[src/rtl/mp_uart_rx.sv]
module mp_uart_rx #(
  parameter int CLKS_PER_BIT = 16
) (
  input  logic       clk,
  input  logic       rst_n,
  input  logic       rxd,
  input  logic       mode_9bit,
  input  logic       addr_only,
  input  logic       flag_clr,
  output logic [7:0] rx_data,
  output logic       rx_bit9,
  output logic       rx_flag
);
  localparam int CW   = (CLKS_PER_BIT > 2) ? $clog2(CLKS_PER_BIT) : 2;
  localparam int HALF = CLKS_PER_BIT / 2;

  typedef enum logic [2:0] {S_IDLE, S_START, S_DATA, S_STOP, S_BREAK} st_t;

  st_t          st;
  logic [1:0]   rx_s;
  logic [CW-1:0] cnt;
  logic [3:0]   bitn;
  logic [8:0]   sh;
  logic         wide_q;

  wire line     = rx_s[1];
  wire tick     = (cnt == CW'(CLKS_PER_BIT - 1));
  wire mid      = (cnt == CW'(HALF - 1));
  wire last_bit = (bitn == (wide_q ? 4'd8 : 4'd7));
  wire frame_ok = (st == S_STOP) && tick && line;
  wire accept   = frame_ok && (!wide_q || !addr_only || sh[8]);

  always_ff @(posedge clk or negedge rst_n) begin
    if (!rst_n) begin
      rx_s   <= 2'b11;
      st     <= S_IDLE;
      cnt    <= '0;
      bitn   <= '0;
      sh     <= '0;
      wide_q <= 1'b1;
    end else begin
      rx_s <= {rx_s[0], rxd};
      case (st)
        S_IDLE: if (!line) begin
          st     <= S_START;
          cnt    <= '0;
          wide_q <= mode_9bit;
        end
        S_START: if (mid) begin
          cnt  <= '0;
          bitn <= '0;
          st   <= line ? S_IDLE : S_DATA;
        end else cnt <= cnt + 1'b1;
        S_DATA: if (tick) begin
          cnt <= '0;
          sh  <= {line, sh[8:1]};
          if (last_bit) st <= S_STOP;
          else bitn <= bitn + 1'b1;
        end else cnt <= cnt + 1'b1;
        S_STOP: if (tick) begin
          cnt <= '0;
          st  <= line ? S_IDLE : S_BREAK;
        end else cnt <= cnt + 1'b1;
        S_BREAK: if (line) st <= S_IDLE;
        default: st <= S_IDLE;
      endcase
    end
  end

  always_ff @(posedge clk or negedge rst_n) begin
    if (!rst_n) begin
      rx_data <= '0;
      rx_bit9 <= 1'b0;
      rx_flag <= 1'b0;
    end else begin
      if (frame_ok) rx_bit9 <= wide_q & sh[8];
      if (accept)   rx_data <= wide_q ? sh[7:0] : sh[8:1];
      if (accept)        rx_flag <= 1'b1;
      else if (flag_clr) rx_flag <= 1'b0;
    end
  end

  AST_FLAG_HOLDS: assert property (@(posedge clk) disable iff (!rst_n)
    rx_flag && !flag_clr |=> rx_flag);
  AST_SET_BEATS_CLR: assert property (@(posedge clk) disable iff (!rst_n)
    accept && flag_clr |=> rx_flag);
  AST_DATA_ONLY_ON_FLAG: assert property (@(posedge clk) disable iff (!rst_n)
    !$stable(rx_data) |-> rx_flag);
  AST_FILTER_ADDR_ONLY: assert property (@(posedge clk) disable iff (!rst_n)
    $rose(rx_flag) && $past(addr_only) && $past(wide_q) |-> rx_bit9);
  AST_NARROW_NO_BIT9: assert property (@(posedge clk) disable iff (!rst_n)
    $rose(rx_flag) && !$past(wide_q) |-> !rx_bit9);
endmodule

[config.mk]
export PLATFORM = sky130hd
export DESIGN_NAME = mp_uart_rx
export DESIGN_NICKNAME = d
export VERILOG_FILES = /design/src/rtl/mp_uart_rx.sv
export SDC_FILE = /design/constraint.sdc
export NUM_CORES = 1
export LEC_CHECK = 0
export ABC_AREA = 1
export BUFFER_PORTS_ARGS = -buffer_cell sky130_fd_sc_hd__buf_4
export CAP_MARGIN = 5
export CORE_MARGIN = 3
export CORE_UTILIZATION = 60
export DETAILED_ROUTE_END_ITERATION = 8
export PLACE_DENSITY = 0.81
export SLEW_MARGIN = 20
export SYNTH_ARGS = -nofsm -noshare
export SYNTH_HDL_FRONTEND = slang
export SYNTH_SLANG_ARGS = --single-unit
[constraint.sdc]
create_clock -name clk -period 2.65 [get_ports clk]
set_input_delay 0.53 -clock clk [delete_from_list [all_inputs] [get_ports clk]]
set_output_delay 0.53 -clock clk [all_outputs]
set_load 0.02 [all_outputs]
==> flow_metrics.env <==
export IMPL_status="finished clean"
export IMPL_fin_crit_sh_pct=57.64
export IMPL_clock_fmax_ghz=0.6547
export IMPL_setup_violations=0
export IMPL_synth_cell_types=26
export IMPL_grt_pass1_vias=1236
export IMPL_rows=18
export IMPL_critPathMaxFanout=17
export IMPL_cts_setup_buffers=0
export IMPL_met3_usage_pct=5.882
export IMPL_layout_commonest_cell="nand2_1"
export IMPL_maxCapViolations=0
export IMPL_io_pins=16
export IMPL_worstPathRequired_ns=2.88
export IMPL_h_tree_depth=2
export IMPL_ant_nets=0
export IMPL_area_growth_pct=12.03
export IMPL_power_switching_uw=597.7
export IMPL_grt_util_all_layers_pct=21.13
export IMPL_dieHeight_um=59.16
export IMPL_synth_xor_area_share_pct=1.550
export IMPL_num_fill_cells=195
export IMPL_grt_ovfl_total=0
export IMPL_synth_adder_area_share_pct=1.476
export IMPL_synth_area_top_cells="dfrtp_1 44%, nand2_1 11%, o21ai_2 7.2%"
export IMPL_grt_start_max_net_pins=34
export IMPL_diodes=0
export IMPL_synth_area_mux_share_pct=0
export IMPL_crit_path_top_delay_cell="dfrtp_1"
export IMPL_cts_max_path_buffers=2
export IMPL_syn_area_per_cell_um2=8.784
export IMPL_slew_limit_headroom_pct=71.86
export IMPL_leakage_uw=0.0009352
export IMPL_cts_tree="done"
export IMPL_hold_viol=0
export IMPL_port_buffers=15
export IMPL_crit_top_cell="nand2_2"
export IMPL_initialDrtViolationCount=66
export IMPL_powerDensity_nw_per_um2=816.1
export IMPL_p_comb_share_pct=32.5
export IMPL_cts_inserted_buffers=5
export IMPL_core_um2=2590
export IMPL_clock_skew_ns=0.008883
export IMPL_clk_pin_slew_worst_paths_ns=0.10
export IMPL_clk_latency_ns=0.33
export IMPL_arrival_ns=1.75
export IMPL_hp_class="in2async"
export IMPL_synth_area_leader_cell="dfrtp_1"
export IMPL_grt_use_met2_pct=34.23
export IMPL_cp_top_family="simple AND/OR/NAND/NOR gates"
export IMPL_cts_hold_fix_buffers=0
export IMPL_yosysWarnings=0
export IMPL_dp_hpwl_um=2226
export IMPL_tns_ns=0
export IMPL_startpoint_type="register"
export IMPL_final_min_clock_period_ns=1.527
export IMPL_rsz0062_at_grt="no"
export IMPL_cts_resized=0
export IMPL_path_buf_inv=1
export IMPL_firstDrtPassIters=4
export IMPL_vias=1280
export IMPL_yosys_area_top_type_share_pct=44.28
export IMPL_swShare_pct=38.56
export IMPL_top_usage_layer="met2"
export IMPL_cts_sinks=33
export IMPL_worst_slew_pin_slew_ns=0.4221
export IMPL_drive_above_1_share_pct=29.25
export IMPL_cts_root_buf="clkbuf_4"
export IMPL_ys_seq_elements=33
export IMPL_vias_per_cell=5.289
export IMPL_finalMaxSlewViolations=0
export IMPL_die_x_um=59.16
export IMPL_route_detailed_drc=0
export IMPL_cp_slowest_stage_delay_ns=0.40
export IMPL_wl_um=3095
export IMPL_start_util_pct=65.46
export IMPL_worstSetupPathType="reg2reg"
export IMPL_grt_pass1_wl_um=5457
export IMPL_p_clk_share_pct=25.0
export IMPL_synthSimpleGateAreaFrac_pct=27.53
export IMPL_grt_antenna_before_repair=0
export IMPL_synth_top_family_by_area="simple AND/OR/NAND/NOR gates"
export IMPL_die_area_um2=3499
export IMPL_ir_worst_vdd_mv=0.8882
export IMPL_pwr_share_seq_pct=42.6
export IMPL_final_cell_mix="48 x nand2_1, 30 x dfrtp_1, 18 x nor2_1"
export IMPL_wl_per_cell_um=12.79
export IMPL_total_power_uw=1550
export IMPL_crit_chain="ha_1 -> nand2_2 -> inv_2 -> nand2_2 -> nor2_4 -> nand3_4 -> nand2_1 -> o21ai_2"
export IMPL_postSynthCellCount=193
export IMPL_p_int_uw=952.4
export IMPL_cp_end_kind="register"
export IMPL_cp_startpoint="cnt[0]"
export IMPL_syn_nets=201
export IMPL_final_nets=219
export IMPL_syn_area_um2=1695
export IMPL_yosysSeqAreaShare_pct=48.93
export IMPL_r2r_start="cnt[0]"
export IMPL_met1_usage_pct=26.54
export IMPL_place_gp_congestion=0.9186
export IMPL_synth_compound_gate_area_share_pct=14.46
[logic make-up after synthesis]
logic type	count (synthesis)
adder cells (fa/ha/maj)	2
flip-flops	33
buffers and inverters	23
AND/OR/NAND/NOR	97
XOR/XNOR	3
AO/OA/AOI/OAI	35
[Yosys cell counts (all sizes together)]
master  count
inv        19
dfrtp      30
nor3        2
buf         3
xnor2       1
o21ai      28
clkbuf      1
nand3      18
nand2      54
dfstp       3
o31ai       1
a21oi       6
nor2       23
ha          2
xor2        2
[worst paths after layout]
check	slack, ns	endpoint	depth (start not counted)
worst max-delay path	1.12	rx_data[5]	8
worst min-delay path	0.13	st[2]	1
worst max register to register	1.12	rx_data[5]	8
worst min register to register	0.36	rx_s[1]	0
max in group asynchronous	2.19	wide_q	1
min in group clk	0.30	rx_s[0]	1
[worst reg2reg max path, cell delays in order, from the launching register on]
cell and delay, ns:
dfrtp_1 0.40, ha_1 0.21, nand2_2 0.07, inv_2 0.10, nand2_2 0.10, nor2_4 0.13
nand3_4 0.21, nand2_1 0.15, o21ai_2 0.06
[power groups by stage]
stage | Combinational, uW | Sequential, uW | Clock, uW
6_report | 503 | 660 | 387
5_1_grt | 590 | 672 | 416
4_1_cts | 505 | 658 | 401
3_5_place_dp | 503 | 667 | 0
3_3_place_gp | 476 | 660 | 0
2_1_floorplan | 418 | 633 | 0
[registers in the layout, summed over array words and instances (netlist names)]
signal / count
bitn: 4
cnt: 4
rx_bit9: 1
rx_data: 8
rx_flag: 1
rx_s: 2
sh: 9
st: 3
wide_q: 1
[per-layer routing]
metal | wire [um] | part of all wire, % | vias to the layer above
li1 | - | - | 662
met1 | 1427 | 46 | 583
met2 | 1446 | 47 | 26
met3 | 146 | 4.7 | 9
met4 | 75 | 2.4 | 0
met5 | 0 | 0 | -
[area by class of cell]
cell class / count / area [um^2] / area share (%)
Tap cell: 30 / 37.54 / 1.976
Clock inverter: 1 / 30.03 / 1.581
Clock buffer: 7 / 55.05 / 2.899
Inverter: 19 / 71.32 / 3.755
Timing Repair Buffer: 15 / 112.6 / 5.929
Sequential cell: 33 / 829.5 / 43.68
Multi-Input combinational cell: 137 / 763.2 / 40.18
[stage by stage]
step	setup slack, ns	area [um^2]	cells	utilization [%]	hold slack, ns
after floorplan	1.284	1695	193	-	0.2344
after global placement	1.236	1814	234	70.05	0.3463
after detailed placement	1.130	1814	234	70.05	0.3511
after CTS	1.104	1899	242	73.33	0.1276
after global routing	0.9486	1899	242	73.33	0.1319
final	1.123	1899	242	73.33	0.1303
Power figures use the tool's default switching activity.
